## config.mk

```make
export PLATFORM = sky130hd
export DESIGN_NAME = lss_readout_seq
export DESIGN_NICKNAME = d
export VERILOG_FILES = /design/src/rtl/lss_pkg.sv /design/src/rtl/lss_rst_sync.sv /design/src/rtl/lss_pix_counter.sv /design/src/rtl/lss_hold_ctrl.sv /design/src/rtl/lss_integ_clr.sv /design/src/rtl/lss_readout_seq.sv
export SDC_FILE = /design/constraint.sdc
export NUM_CORES = 1
export LEC_CHECK = 0
export BUFFER_PORTS_ARGS = -buffer_cell sky130_fd_sc_hd__buf_2
export CORE_UTILIZATION = 51
export DETAILED_ROUTE_END_ITERATION = 8
export GPL_TIMING_DRIVEN = 0
export PLACE_DENSITY = 0.82
export REMOVE_ABC_BUFFERS = 1
export SLEW_MARGIN = 15
export SYNTH_ARGS = -nofsm -noshare
export SYNTH_HDL_FRONTEND = slang
export SYNTH_SLANG_ARGS = --single-unit
```

## constraint.sdc

```tcl
create_clock -name clk -period 0.85 [get_ports clk]
set_input_delay 0.085 -clock clk [delete_from_list [all_inputs] [get_ports clk]]
set_output_delay 0.085 -clock clk [all_outputs]
set_load 0.03 [all_outputs]
```

## src/rtl/lss_pkg.sv

```systemverilog
package lss_pkg;

   // action chosen for the coming rising edge
   typedef enum logic [2:0] {
      ACT_IDLE    = 3'd0,
      ACT_NEW     = 3'd1,
      ACT_RESTART = 3'd2,
      ACT_STEP    = 3'd3,
      ACT_FINISH  = 3'd4
   } seq_act_e;

endpackage

```

## src/rtl/lss_rst_sync.sv

```systemverilog
module lss_rst_sync #(
   parameter int STAGES = 2
) (
   input  logic clk,
   input  logic arst_n,
   output logic rst_n_o
);

   if (STAGES < 0 || STAGES > 4) begin : g_bad_stages
      $error("lss_rst_sync: STAGES must be 0 to 4");
   end

   if (STAGES == 0) begin : g_direct
      assign rst_n_o = arst_n;
   end else if (STAGES == 1) begin : g_single
      logic sr_q;
      always_ff @(posedge clk or negedge arst_n) begin
         if (!arst_n) sr_q <= 1'b0;
         else         sr_q <= 1'b1;
      end
      assign rst_n_o = sr_q;
   end else begin : g_chain
      logic [STAGES-1:0] sr_q;
      always_ff @(posedge clk or negedge arst_n) begin
         if (!arst_n) sr_q <= '0;
         else         sr_q <= {sr_q[STAGES-2:0], 1'b1};
      end
      assign rst_n_o = sr_q[STAGES-1];
   end

endmodule

```

## src/rtl/lss_pix_counter.sv

```systemverilog
module lss_pix_counter
   import lss_pkg::*;
#(
   parameter int NUM_PIX = 256,
   parameter int IDX_W   = $clog2(NUM_PIX + 1)
) (
   input  logic             clk,
   input  logic             rst_n,
   input  logic             start_i,
   output logic [IDX_W-1:0] cnt_o,
   output logic             busy_o,
   output logic             fresh_o,
   output seq_act_e         act_o
);

   localparam logic [IDX_W-1:0] IDX_ONE  = IDX_W'(1);
   localparam logic [IDX_W-1:0] IDX_LAST = IDX_W'(NUM_PIX);

   logic [IDX_W-1:0] cnt_q;
   logic             busy_q;
   logic             fresh_q;
   seq_act_e         act;

   always_comb begin
      if (start_i) begin
         act = (busy_q && cnt_q != IDX_LAST) ? ACT_RESTART : ACT_NEW;
      end else if (busy_q) begin
         act = (cnt_q == IDX_LAST) ? ACT_FINISH : ACT_STEP;
      end else begin
         act = ACT_IDLE;
      end
   end

   always_ff @(posedge clk or negedge rst_n) begin
      if (!rst_n) begin
         cnt_q   <= IDX_ONE;
         busy_q  <= 1'b0;
         fresh_q <= 1'b0;
      end else begin
         unique case (act)
            ACT_NEW: begin
               cnt_q   <= IDX_ONE;
               busy_q  <= 1'b1;
               fresh_q <= 1'b1;
            end
            ACT_RESTART: begin
               cnt_q   <= IDX_ONE;
               fresh_q <= 1'b0;
            end
            ACT_STEP:   cnt_q <= cnt_q + IDX_ONE;
            ACT_FINISH: begin
               cnt_q  <= IDX_ONE;
               busy_q <= 1'b0;
            end
            default: ;
         endcase
      end
   end

   assign cnt_o   = cnt_q;
   assign busy_o  = busy_q;
   assign fresh_o = fresh_q;
   assign act_o   = act;

   // index stays in 1..NUM_PIX
   p_idx_range_r5: assert property (@(posedge clk) disable iff (!rst_n)
      (cnt_q >= IDX_ONE) && (cnt_q <= IDX_LAST));

   // an uninterrupted readout advances by one
   p_idx_step_r5: assert property (@(posedge clk) disable iff (!rst_n)
      (busy_q && !start_i && cnt_q != IDX_LAST) |=> (cnt_q == $past(cnt_q) + IDX_ONE));

   // any start request restarts the index at pixel 1
   p_start_idx_r2: assert property (@(posedge clk) disable iff (!rst_n)
      start_i |=> (cnt_q == IDX_ONE && busy_q));

endmodule

```

## src/rtl/lss_hold_ctrl.sv

```systemverilog
module lss_hold_ctrl
   import lss_pkg::*;
#(
   parameter int NUM_PIX = 256,
   parameter int IDX_W   = $clog2(NUM_PIX + 1)
) (
   input  logic             clk,
   input  logic             rst_n,
   input  seq_act_e         act_i,
   input  logic [IDX_W-1:0] cnt_i,
   output logic             hold_bank_o,
   output logic             hold_tail_o
);

   localparam logic [IDX_W-1:0] IDX_PEN = IDX_W'(NUM_PIX - 1);

   logic bank_q;
   logic tail_q;

   always_ff @(posedge clk or negedge rst_n) begin
      if (!rst_n) begin
         bank_q <= 1'b0;
         tail_q <= 1'b0;
      end else begin
         tail_q <= bank_q;
         if (act_i == ACT_NEW) begin
            bank_q <= 1'b1;
         end else if (act_i == ACT_STEP && cnt_i == IDX_PEN) begin
            bank_q <= 1'b0;
         end
      end
   end

   assign hold_bank_o = bank_q;
   assign hold_tail_o = tail_q;

   // a restart leaves both hold lines where they were
   p_restart_keeps_r7: assert property (@(posedge clk) disable iff (!rst_n)
      (act_i == ACT_RESTART) |=> (bank_q && tail_q == $past(tail_q) || bank_q && $past(bank_q) && tail_q));

endmodule

```

## src/rtl/lss_integ_clr.sv

```systemverilog
module lss_integ_clr #(
   parameter int NUM_PIX  = 256,
   parameter int IDX_W    = $clog2(NUM_PIX + 1),
   parameter int CLR_FALL = 2
) (
   input  logic             clk,
   input  logic             rst_n,
   input  logic             busy_i,
   input  logic             fresh_i,
   input  logic [IDX_W-1:0] cnt_i,
   output logic             clr_n_o
);

   localparam logic [IDX_W-1:0] CLR_AT = IDX_W'(CLR_FALL);

   logic clr_n_q;

   always_ff @(negedge clk or negedge rst_n) begin
      if (!rst_n) clr_n_q <= 1'b0;
      else        clr_n_q <= !(busy_i && fresh_i && cnt_i == CLR_AT);
   end

   assign clr_n_o = clr_n_q;

   // the clear strobe only appears in the window of a fresh readout
   p_clr_fresh_r4: assert property (@(posedge clk) disable iff (!rst_n)
      !clr_n_q |-> (busy_i && fresh_i && cnt_i == CLR_AT));

endmodule

```

## src/rtl/lss_readout_seq.sv

```systemverilog
module lss_readout_seq
   import lss_pkg::*;
#(
   parameter int NUM_PIX     = 256,
   parameter int CLR_FALL    = 2,
   parameter int SYNC_STAGES = 2,
   localparam int IDX_W      = $clog2(NUM_PIX + 1)
) (
   input  logic             clk,
   input  logic             arst_n,
   input  logic             start_i,
   output logic [IDX_W-1:0] pix_sel_o,
   output logic             hold_bank_o,
   output logic             hold_tail_o,
   output logic             integ_clr_n_o,
   output logic             busy_o,
   output logic             track_o
);

   if (NUM_PIX < 4 || NUM_PIX > 4096) begin : g_bad_pix
      $error("lss_readout_seq: NUM_PIX must be 4 to 4096");
   end
   if (CLR_FALL < 1 || CLR_FALL >= NUM_PIX - 1) begin : g_bad_clr
      $error("lss_readout_seq: CLR_FALL must lie inside the readout");
   end

   localparam logic [IDX_W-1:0] IDX_LAST = IDX_W'(NUM_PIX);

   logic             rst_i;
   logic [IDX_W-1:0] cnt;
   logic             busy;
   logic             fresh;
   seq_act_e         act;
   logic             bank;
   logic             tail;

   lss_rst_sync #(.STAGES(SYNC_STAGES)) u_rst_sync (
      .clk     (clk),
      .arst_n  (arst_n),
      .rst_n_o (rst_i)
   );

   lss_pix_counter #(.NUM_PIX(NUM_PIX), .IDX_W(IDX_W)) u_counter (
      .clk     (clk),
      .rst_n   (rst_i),
      .start_i (start_i),
      .cnt_o   (cnt),
      .busy_o  (busy),
      .fresh_o (fresh),
      .act_o   (act)
   );

   lss_hold_ctrl #(.NUM_PIX(NUM_PIX), .IDX_W(IDX_W)) u_hold (
      .clk         (clk),
      .rst_n       (rst_i),
      .act_i       (act),
      .cnt_i       (cnt),
      .hold_bank_o (bank),
      .hold_tail_o (tail)
   );

   lss_integ_clr #(.NUM_PIX(NUM_PIX), .IDX_W(IDX_W), .CLR_FALL(CLR_FALL)) u_clr (
      .clk     (clk),
      .rst_n   (rst_i),
      .busy_i  (busy),
      .fresh_i (fresh),
      .cnt_i   (cnt),
      .clr_n_o (integ_clr_n_o)
   );

   assign pix_sel_o   = cnt;
   assign hold_bank_o = bank;
   assign hold_tail_o = tail;
   assign busy_o      = busy;
   assign track_o     = !busy && !tail;

   // pixels 1..N-1 stay held for the whole readout
   p_bank_held_r6: assert property (@(posedge clk) disable iff (!rst_i)
      (busy && cnt != IDX_LAST) |-> bank);

   // nothing is held while idle
   p_idle_sample_r9: assert property (@(posedge clk) disable iff (!rst_i)
      !busy |-> (!bank && cnt == IDX_W'(1)));

endmodule

```

==> results by group, run 1 <==
Logic synthesis
  • Ys async rst share: 1.00
  • Commonest cells in the netlist: dfrtp_1, a31oi_1, nand2_1
  • Seq/Total Area, Yosys: 0.509
  • Synth warnings: 0
  • Distinct cell type count after synthesis: 28
  • Main flop type after synthesis: dfrtp_1
  • Number of synthesized flops with an enable pin: 0
  • Mapped Cells: 76
  • Synth Cell Area: about 800 um2
  • Synth area leaders: dfrtp_1, a31oi_1, ha_1
  • Count of state elements after synthesis: 16
  • Top-count cell post-synth: dfrtp_1
  • Avg Cell Area, Syn: 10.4 um2
  • Leading area contributor after synthesis: dfrtp_1
  • Synth top area share: 0.444

Status
  • Run status: stopped before the end
  • Last stage: global routing (5_1_grt)
  • Tool Error: [ERROR DPL-0038] Utilization greater than 100%, impossible to legalize

Floorplanning
  • Starting Density: 0.578
  • Die H: 41.3 um
  • Site row count: 13
  • I/O pins: 17
  • Die W: 41.3 um

Clocking
  • Sink Count: 16
  • Num CTS Buffers: 3
  • Clock Root Buffer: clkbuf_4
  • Clock buffer depth: 2
  • Max H-tree Level: 1

Placed design
  • Port bufs: 16
  • DP Worst Slack: -1.28 ns
  • Area after DPL: about 870 um2
  • GPL Wtd Cong: 0.715

STA
  • Worst ep type: sequential cell input
  • Worst setup endpoint GRT: u_counter.cnt_o[8]$_DFFE_PN0P_/D

Global routing
  • Largest net degree at the start of global routing: 15
## metrics by stage
stage	util	instances
floorplan	-	74
global placement	0.639	105
detailed placement	0.639	105
CTS	0.908	124
## kinds of logic after synthesis
logic type                 synth area share
adders and majority gates            0.0634
DFF                                   0.509
and+or+nand+nor                       0.200
buffers and inverters                0.0428
AOI/OAI and AO/OA                     0.181
other                               0.00475
## what timing repair did
item | in CTS
gates resized for setup | 51
setup buffers | 13
pin swaps | 14
setup endpoints to repair | 28
hold buffers | 1
endpoints found under the hold margin | 2
gates cloned | 1
==> run 2: changes to the inputs <==
- CORE_AREA: default -> 2 2 63 65
- CORE_UTILIZATION: 51 -> default
- DIE_AREA: default -> 0 0 65 67
- PLACE_DENSITY: 0.82 -> default
- PLACE_DENSITY_LB_ADDON: default -> 0.15
==> results by group, run 2 <==
Status
  • Run status: complete, but fails checks
  • Failing checks: negative setup slack

Route
  • Initial DRC count: 27
  • DR vias: 777
  • Router iterations before antenna repair: 4
  • Vias per inst: 4.47
  • Post-DRT Antenna Nets: 0
  • Drt wl/cell: 14.0 um
  • Residual DRC count: 0
  • Wirelength, routed: 2430 um

Logic synthesis
  • Post-Synth XOR/XNOR Area: 0
  • Commonest cells in the netlist: dfrtp_1, a31oi_1, nand2_1
  • Simple-Gate Fraction of Synth Area: 0.200
  • Synth Cell Area: between 700 and 800 um2
  • Distinct cell type count after synthesis: 28
  • Synth warnings: 0
  • Largest family of logic cells by synthesized area: simple AND/OR/NAND/NOR gates
  • Post-synthesis mux area share: 0
  • Avg Cell Area, Syn: roughly 10 um2
  • Top-count cell post-synth: dfrtp_1
  • Synth top area share: 0.444
  • Leading area contributor after synthesis: dfrtp_1
  • Adder-cell area share of the yosys netlist: 0.0634
  • Seq/Total Area, Yosys: 0.509
  • Count of state elements after synthesis: 16
  • Synth area leaders: dfrtp_1, a31oi_1, ha_1
  • Main flop type after synthesis: dfrtp_1
  • Number of synthesized flops with an enable pin: 0
  • Complex-gate fraction of the synthesized area: 0.181
  • Mapped Cells: 76
  • Ys async rst share: 1.00

Critical path
  • CP cell instances: ha_4 -> and3_4 -> and3_4 -> and3_4 -> ha_4 -> o32ai_4
  • CP bufs+invs: 0
  • Required @ worst endpoint: 1.00 ns
  • Worst endpoint data arrival time: 1.94 ns
  • Crit Path Class: register to register
  • Crit-path max cell delay: 0.59 ns
  • Crit. End Element: register
  • Most used cell, CP: and3_4
  • CP max FO: 4
  • Startpoint types: register
  • Cell family with most CP delay: flip-flops
  • Critical-path cell with the highest stage delay: dfstp_2

Power and ir drop
  • Total Power: 2.47 mW
  • Max VDD drop: 0.000660 V
  • Power share of the clock group: 0.273
  • Combinational share of power: 0.349
  • Part of the power in registers: 0.378
  • Sw power: 0.775 mW
  • Int Pwr: 1.70 mW
  • PwrDens: 1640 nW/um2
  • P_leak: 0.672 nW
  • Switching Fraction: 0.313

Clocking
  • Clock Root Buffer: clkbuf_8
  • Num CTS Buffers: 3
  • Sink Count: 16
  • CTS tree: yes
  • Max H-tree Level: 1
  • Worst-Skew Late Latency: ~0.26 ns
  • Clock buffer depth: 2
  • Clk slew on worst S/H paths: 0.06 ns

Layout
  • Fillers: 361
  • Sequential Area: 413 um2
  • Commonest non-fill, non-tap cell in the layout: buf_6
  • Area of the multi-input gates: 503 um2
  • Layout cell share with drive strength beyond 1: 0.675
  • Layout area overhead: 91.1%
  • Antenna cells: 0
  • Max reg flops: 9
  • Final nets: 134
  • Commonest non-fill, non-tap cells in the layout: buf_6, buf_4, dfrtp_2

Global routing
  • Largest net degree at the start of global routing: 15
  • Tot GR Track Use: 0.107
  • Grt ovf: 0
  • Global-route wire length before repair: roughly 3400 um
  • Vias in the first global route: 662
  • Initial antenna violation count: 0

STA
  • Max Transition Viols Final: 0
  • Peak Freq: around 560 MHz
  • Relative slew slack: 0.575
  • Final setup vio count: 28
  • Fin crit period: between 1.5 and 2 ns
  • RSZ-0062 raised after global routing: yes
  • Least-Margin Pin Slew: 0.638 ns
  • Final Worst Setup Slack: -0.938 ns
  • Setup TNS: -13.65 ns
  • Hold Fails Final Rpt: 0
  • Period utilization: 2.10
  • Final Skew: around 0.018 ns
  • Fin Hold WS: 0.139 ns

Floorplanning
  • Site row count: 22
  • Total Die Area: 4360 um2
  • Core area: 3610 um2
  • Die W: 65 um
  • I/O pins: 17
  • Starting Density: 0.219
  • Die H: 67 um

Placed design
  • Detailed placer's ending HPWL: 1220 um
  • Port bufs: 16
  • GPL Wtd Cong: ~0.70

Hold path
  • Hold Path Class: input port to async pin

Flow run
  • Max Cap Violations: 0
run 2: cell counts after synthesis:
Identical to the previous run, type by type.
run 2: repair_timing:
action                                 in CTS  in global routing
setup endpoints to repair                  28                 28
buffers inserted                           13                 22
hold buffers                                1                  0
pin swaps                                  15                 15
gates resized for setup                    50                 30
gates cloned                                1                  0
endpoints found under the hold margin       2                  0
run 2: logic make-up after synthesis:
kind of cell	count (synthesis)
other	1
flip-flops	16
AO/OA/AOI/OAI	21
buffers and inverters	7
AND/OR/NAND/NOR	27
adder cells (fa/ha/maj)	4
run 2: layout make-up:
| cell class | count | share of cell area |
|---|---|---|
| sequential | 16 | 0.274 |
| multi-input combinational | 53 | 0.333 |
| inverter | 5 | 0.0124 |
| clock buffer | 4 | 0.0365 |
| timing repair buffer | 48 | 0.304 |
| tap | 48 | 0.0398 |
run 2: worst paths after layout:
path                                                            from                                    to  slack (ns)  depth (start not counted)
max in group asynchronous       u_rst_sync.g_chain.sr_q[1]$_DFF_PN0_               u_clr.clr_n_o$_DFF_NN0_       -0.15                          0
worst max-delay path                  u_counter.cnt_o[0]$_DFFE_PN1P_        u_counter.cnt_o[8]$_DFFE_PN0P_       -0.94                          6
min in group clk                                             start_i         u_counter.fresh_o$_DFFE_PN0P_        0.17                          2
worst min register to register  u_rst_sync.g_chain.sr_q[1]$_DFF_PN0_        u_counter.cnt_o[4]$_DFFE_PN0P_        0.27                          0
worst min-delay path                                          arst_n  u_rst_sync.g_chain.sr_q[1]$_DFF_PN0_        0.14                          2
worst max register to register        u_counter.cnt_o[0]$_DFFE_PN1P_        u_counter.cnt_o[8]$_DFFE_PN0P_       -0.94                          6
run 2: worst reg2reg max path, cell delays in order (launching register included):
cell and delay, ns:
dfstp_2 0.59, ha_4 0.16, and3_4 0.19, and3_4 0.18, and3_4 0.18, ha_4 0.20, o32ai_4 0.19
run 2: through the flow:
step	worst slack, ns	instances	utilization	instance area (um2)
2_1_floorplan	-1.18	74	-	774
3_3_place_gp	-1.35	138	0.254	915
3_5_place_dp	-1.35	138	0.254	915
4_1_cts	-0.931	157	0.363	1310
5_1_grt	-1.02	174	0.418	1510
6_report	-0.938	174	0.418	1510
run 2: routing by layer:
metal	up-vias	track usage	routed length, um
met4	0	0.0399	17
met1	387	0.144	1090
met3	2	0.0338	119
met2	16	0.159	1200
li1	372	-	-
met5	-	0	0
run 2: power groups by stage:
stage | sequential (mW) | clock [mW] | combinational, mW
finish | 0.933 | 0.675 | 0.863
global route | 0.938 | 0.750 | 0.918
CTS | 0.937 | 0.710 | 0.623
detailed placement | 0.950 | 0 | 0.341
global placement | 0.951 | 0 | 0.339
floorplan | 1.03 | 0 | 0.146
(Power assumes the default switching activity.)
==> run 3: changes to the inputs <==
- ABC_AREA: default -> 1
==> results by group, run 3 <==
Status
  • Run status: complete, but fails checks
  • Failing checks: negative setup slack

Global routing
  • Global-route wire length before repair: 3590 um
  • Grt ovf: 0
  • Tot GR Track Use: 0.111
  • Global routing usage on met1: 0.124
  • Largest net degree at the start of global routing: 15
  • GR Layer Usage met3: 0.0270
  • Initial antenna violation count: 0
  • Vias in the first global route: 795
  • Most used routing layer: met2
  • Grt met2 use: 0.191

Placed design
  • DP Worst Slack: -0.675 ns
  • Detailed placer's ending HPWL: 1400 um
  • Placed cells: 168
  • Port bufs: 16
  • GPL Wtd Cong: 0.702
  • Area after DPL: 1030 um2

Power and ir drop
  • Part of the power in registers: 0.446
  • Sw power: 0.498 mW
  • Power share of the clock group: 0.379
  • Int Pwr: 1.37 mW
  • P_leak: just under 0.7 nW
  • Total Power: 1.87 mW
  • PwrDens: about 1300 nW/um2
  • Max VDD drop: 0.000917 V
  • Switching Fraction: 0.267
  • Combinational share of power: 0.175

Clocking
  • Worst-Skew Late Latency: 0.26 ns
  • Max H-tree Level: 1
  • Num CTS Buffers: 3
  • Clock Root Buffer: clkbuf_8
  • Clock buffer depth: 2
  • Clk slew on worst S/H paths: ~0.070 ns
  • CTS tree: yes
  • Sink Count: 16

Layout
  • Max reg flops: 9
  • Antenna cells: 0
  • Layout area overhead: 57.2%
  • Util after Layout: 0.399
  • Layout cell share with drive strength beyond 1: 0.566
  • Commonest non-fill, non-tap cells in the layout: nand2_1, buf_6, buf_4
  • Final cell count without fillers: 193
  • Commonest non-fill, non-tap cell in the layout: nand2_1
  • Final nets: 153
  • Design area: 1440 um2

Logic synthesis
  • Synth area leaders: dfrtp_1, nand2_1, ha_1
  • Largest family of logic cells by synthesized area: simple AND/OR/NAND/NOR gates
  • Synth warnings: 0
  • Synth top area share: 0.383
  • Simple-Gate Fraction of Synth Area: 0.321
  • Post-Synth XOR/XNOR Area: 0.0287
  • Number of synthesized flops with an enable pin: 0
  • Count of state elements after synthesis: 16
  • Mapped Cells: roughly 110
  • Seq/Total Area, Yosys: 0.439
  • Top-count cell post-synth: nand2_1
  • Ys async rst share: 1.00
  • Leading area contributor after synthesis: dfrtp_1
  • Post-synthesis mux area share: 0
  • Distinct cell type count after synthesis: 24
  • Commonest cells in the netlist: nand2_1, dfrtp_1, inv_1
  • Main flop type after synthesis: dfrtp_1
  • Adder-cell area share of the yosys netlist: 0.0546
  • Synth Cell Area: 916 um2
  • Complex-gate fraction of the synthesized area: 0.0587
  • Avg Cell Area, Syn: 8.56 um2

STA
  • Hold Fails Final Rpt: 0
  • Final setup vio count: 27
  • RSZ-0062 raised after global routing: yes
  • Max Transition Viols Final: 0
  • Final Skew: 0.0154 ns
  • Final Worst Setup Slack: -0.609 ns
  • Peak Freq: 687 MHz
  • Fin crit period: 1.46 ns
  • Least-Margin Pin Slew: 0.579 ns
  • Relative slew slack: 0.613
  • Period utilization: 1.72

Floorplanning
  • I/O pins: 17
  • Die H: 67 um
  • Total Die Area: 4360 um2
  • Die W: 65 um
  • Site row count: 22
  • Core area: 3610 um2
  • Starting Density: 0.254

Route
  • Router iterations before antenna repair: 4
  • Initial DRC count: 11
  • Drt wl/cell: 11.1 um
  • Residual DRC count: 0
  • Vias per inst: 4.16
  • DR vias: ~800
  • Post-DRT Antenna Nets: 0
  • Wirelength, routed: about 2100 um

Critical path
  • Reg2Reg Launch Point: u_counter.cnt_o[0]$_DFFE_PN1P_
  • Critical-path cell with the highest stage delay: dfstp_2
  • Worst endpoint data arrival time: 1.14 ns
  • Setup slack, reg-to-reg: -0.61 ns
  • CP cell instances: inv_4 -> ha_1 -> nand2_2 -> nor3_2 -> nand3_1
  • Required @ worst endpoint: 0.53 ns
  • Startpoint types: register
  • Crit-path max cell delay: 0.40 ns
  • CP max FO: 4
  • FF-to-FF path depth: 5
  • Setup crit start: u_counter.cnt_o[0]$_DFFE_PN1P_
  • Critical R2R Capture: u_clr.clr_n_o$_DFF_NN0_
  • Crit Path Class: register to register
  • Worst Setup EP: u_clr.clr_n_o$_DFF_NN0_
  • Crit. End Element: register

Hold path
  • Hold Path Class: input port to register

Flow run
  • Max Cap Violations: 0
## run 3: final cells by class
| class | instances | area, um2 |
|---|---|---|
| Tap cell | 48 | 60.1 |
| Timing Repair Buffer | 37 | 370 |
| Fill cell | 369 | 2170 |
| Inverter | 15 | 58.8 |
| Multi-Input combinational cell | 73 | 484 |
| Sequential cell | 16 | 412 |
| Clock buffer | 4 | 55.1 |
## run 3: stage by stage
step	TNS, ns	hold slack (ns)
2_1_floorplan	-8.87	-0.211
3_3_place_gp	-8.53	-0.130
3_5_place_dp	-8.55	-0.127
4_1_cts	-10.18	0.103
5_1_grt	-11.50	0.116
6_report	-10.03	0.110
## run 3: worst min path at each step
stage	to	start	slack, ns	cells past startpoint
CTS	u_counter.cnt_o[0]$_DFFE_PN1P_	start_i	0.10	3
finish	u_counter.cnt_o[0]$_DFFE_PN1P_	start_i	0.11	3
detailed placement	u_rst_sync.g_chain.sr_q[0]$_DFF_PN0_	arst_n	-0.13	1
global route	u_counter.cnt_o[0]$_DFFE_PN1P_	start_i	0.12	3
global placement	u_rst_sync.g_chain.sr_q[0]$_DFF_PN0_	arst_n	-0.13	1
floorplan	u_rst_sync.g_chain.sr_q[0]$_DFF_PN0_	arst_n	-0.21	0
## run 3: cell families (layout without fill, tap and decap cells)
kind of cell | Yosys count | count (layout)
AO/OA/AOI/OAI | 7 | 7
adder cells (fa/ha/maj) | 4 | 4
other | 1 | 1
buffers and inverters | 18 | 56
XOR/XNOR | 3 | 3
AND/OR/NAND/NOR | 58 | 58
flip-flops | 16 | 16
## run 3: critical path, delay by kind of cell (launching register included)
| kind | cells | cell delay [ns] |
|---|---|---|
| simple gates | 3 | 0.25 |
| buf+inv | 1 | 0.08 |
| fa+ha+maj | 1 | 0.16 |
| flops | 1 | 0.40 |
## run 3: routing by layer
layer	vias up	part of all wire
li1	405	-
met1	376	0.43
met2	15	0.51
met3	6	0.033
met4	0	0.024
met5	-	0
## run 3: what timing repair did
action | in CTS | in global routing
endpoints found under the hold margin | 2 | 0
gates resized for setup | 48 | 11
hold buffers | 1 | 0
endpoints found under the setup margin | 28 | 27
buffers inserted | 12 | 8
pin swaps | 5 | 6
## run 3: power by group through the flow
stage / combinational, mW / clock [mW] / sequential (mW)
global placement: 0.165 / 0 / 0.857
CTS: 0.286 / 0.721 / 0.838
global route: 0.353 / 0.754 / 0.840
detailed placement: 0.166 / 0 / 0.856
finish: 0.327 / 0.707 / 0.833
floorplan: 0.0851 / 0 / 0.879
==> run 4: changes to the inputs <==
--- a/constraint.sdc
+++ b/constraint.sdc
@@ -3,2 +3,2 @@
 set_output_delay 0.085 -clock clk [all_outputs]
-set_load 0.03 [all_outputs]
+set_load 0.01 [all_outputs]
==> results by group, run 4 (synthesized netlist as in run 3, its figures left out) <==
Clocking
  • Num CTS Buffers: 3
  • Clock buffer depth: 2
  • Max H-tree Level: 1
  • Clk slew on worst S/H paths: 0.07 ns
  • Clock Root Buffer: clkbuf_8
  • Sink Count: 16
  • Worst-Skew Late Latency: 0.27 ns
  • CTS tree: yes

Critical path
  • Crit-path max cell delay: approximately 0.40 ns
  • CP bufs+invs: 1
  • Worst endpoint data arrival time: 1.13 ns
  • Cell family with most CP delay: flip-flops
  • CP cell instances: inv_4 -> ha_1 -> nand2_2 -> nor3_2 -> nand3_1
  • CP max FO: 4
  • Critical-path cell with the highest stage delay: dfstp_2
  • Crit. End Element: register
  • Crit Path Class: register to register
  • Required @ worst endpoint: 0.53 ns
  • Startpoint types: register

STA
  • Fin crit period: 1.45 ns
  • Least-Margin Pin Slew: 0.575 ns
  • Hold Fails Final Rpt: 0
  • Final Skew: 0.0151 ns
  • Peak Freq: between 600 and 700 MHz
  • Final setup vio count: 27
  • Period utilization: 1.71
  • Setup TNS: -9.53 ns
  • Final Worst Setup Slack: -0.604 ns
  • Relative slew slack: 0.615
  • RSZ-0062 raised after global routing: yes
  • Max Transition Viols Final: 0

Global routing
  • Grt ovf: 0
  • Tot GR Track Use: 0.110
  • Initial antenna violation count: 0
  • Global-route wire length before repair: 3530 um
  • Vias in the first global route: 783
  • Largest net degree at the start of global routing: 15

Power and ir drop
  • PwrDens: 1290 nW/um2
  • P_leak: 0.700 nW
  • Max VDD drop: 0.000567 V

Layout
  • Final nets: approximately 160
  • Commonest non-fill, non-tap cells in the layout: nand2_1, buf_6, buf_4
  • Max reg flops: 9
  • Layout area overhead: 54.5%
  • Commonest non-fill, non-tap cell in the layout: nand2_1
  • Antenna cells: 0
  • Fillers: 374
  • Layout cell share with drive strength beyond 1: 0.578
  • Design area: between 1000 and 1500 um2

Floorplanning
  • I/O pins: 17
  • Core area: 3610 um2
  • Site row count: 22
  • Die W: 65 um
  • Starting Density: 0.254
  • Die H: roughly 67 um
  • Total Die Area: 4360 um2

Placed design
  • Area after DPL: between 1000 and 1500 um2
  • Detailed placer's ending HPWL: 1400 um
  • GPL Wtd Cong: 0.702
  • Port bufs: 16

Status
  • Failing checks: negative setup slack
  • Run status: complete, but fails checks

Hold path
  • Hold Path Class: input port to register

Route
  • Residual DRC count: 0
  • DR vias: 815
  • Drt wl/cell: between 10 and 15 um
  • Initial DRC count: 13
  • Vias per inst: between 4 and 5
  • Post-DRT Antenna Nets: 0
  • Router iterations before antenna repair: 4
  • Wirelength, routed: 2170 um

Flow run
  • Max Cap Violations: 0
run 4: cell type report:
type,instances,area [um2],area share
multi-input combinational,73,492,0.347
sequential,16,412,0.291
timing repair buffer,39,338,0.239
tap,48,60.1,0.0424
inverter,15,58.8,0.0416
clock buffer,4,55.1,0.0389
run 4: worst paths after layout:
kind,from,end,slack [ns],cells after the start
setup reg to reg,u_counter.cnt_o[0]$_DFFE_PN1P_,u_clr.clr_n_o$_DFF_NN0_,-0.60,5
min in group asynchronous,arst_n,u_rst_sync.g_chain.sr_q[0]$_DFF_PN0_,0.13,2
max in group asynchronous,u_rst_sync.g_chain.sr_q[1]$_DFF_PN0_,u_clr.clr_n_o$_DFF_NN0_,0.10,0
hold reg to reg,u_rst_sync.g_chain.sr_q[1]$_DFF_PN0_,u_counter.cnt_o[3]$_DFFE_PN0P_,0.17,0
hold / removal,start_i,u_hold.hold_bank_o$_DFFE_PN0P_,0.11,3
setup / recovery,u_counter.cnt_o[0]$_DFFE_PN1P_,u_clr.clr_n_o$_DFF_NN0_,-0.60,5
run 4: stage by stage:
| stage | instances | hold slack, ns | utilization | setup slack (ns) | total power [mW] |
|---|---|---|---|---|---|
| 2_1_floorplan | 104 | -0.211 | - | -0.594 | 0.937 |
| 3_5_place_dp | 168 | -0.127 | 0.285 | -0.675 | 0.994 |
| 6_report | 195 | 0.110 | 0.392 | -0.604 | 1.82 |
| 3_3_place_gp | 168 | -0.130 | 0.285 | -0.676 | 0.994 |
| 5_1_grt | 195 | 0.114 | 0.392 | -0.729 | 1.91 |
| 4_1_cts | 182 | 0.103 | 0.345 | -0.637 | 1.76 |
run 4: timing repair:
item | 4_1_cts | 5_1_grt
setup buffers | 9 | 13
pin swaps | 5 | 10
hold buffers | 1 | 0
hold endpoints to repair | 2 | 0
gates resized for setup | 23 | 18
setup endpoints to repair | 28 | 27
run 4: worst min-delay path: cells and delay by family:
family / cells / cell delay (ns)
buffers and inverters: 1 / 0.13
AND/OR/NAND/NOR: 2 / 0.11
run 4: where the power goes:
group          internal (mW)  total, mW  switching (mW)
logic                  0.153      0.284           0.131
clock network          0.411      0.705           0.294
registers              0.789      0.833          0.0439
run 4: layer usage:
layer / GRT usage / vias to the layer above / part of all wire
met5: 0 / - / 0
met4: 0.0718 / 0 / 0.013
met3: 0.0287 / 4 / 0.025
met2: 0.188 / 9 / 0.52
met1: 0.120 / 393 / 0.44
li1: - / 409 / -
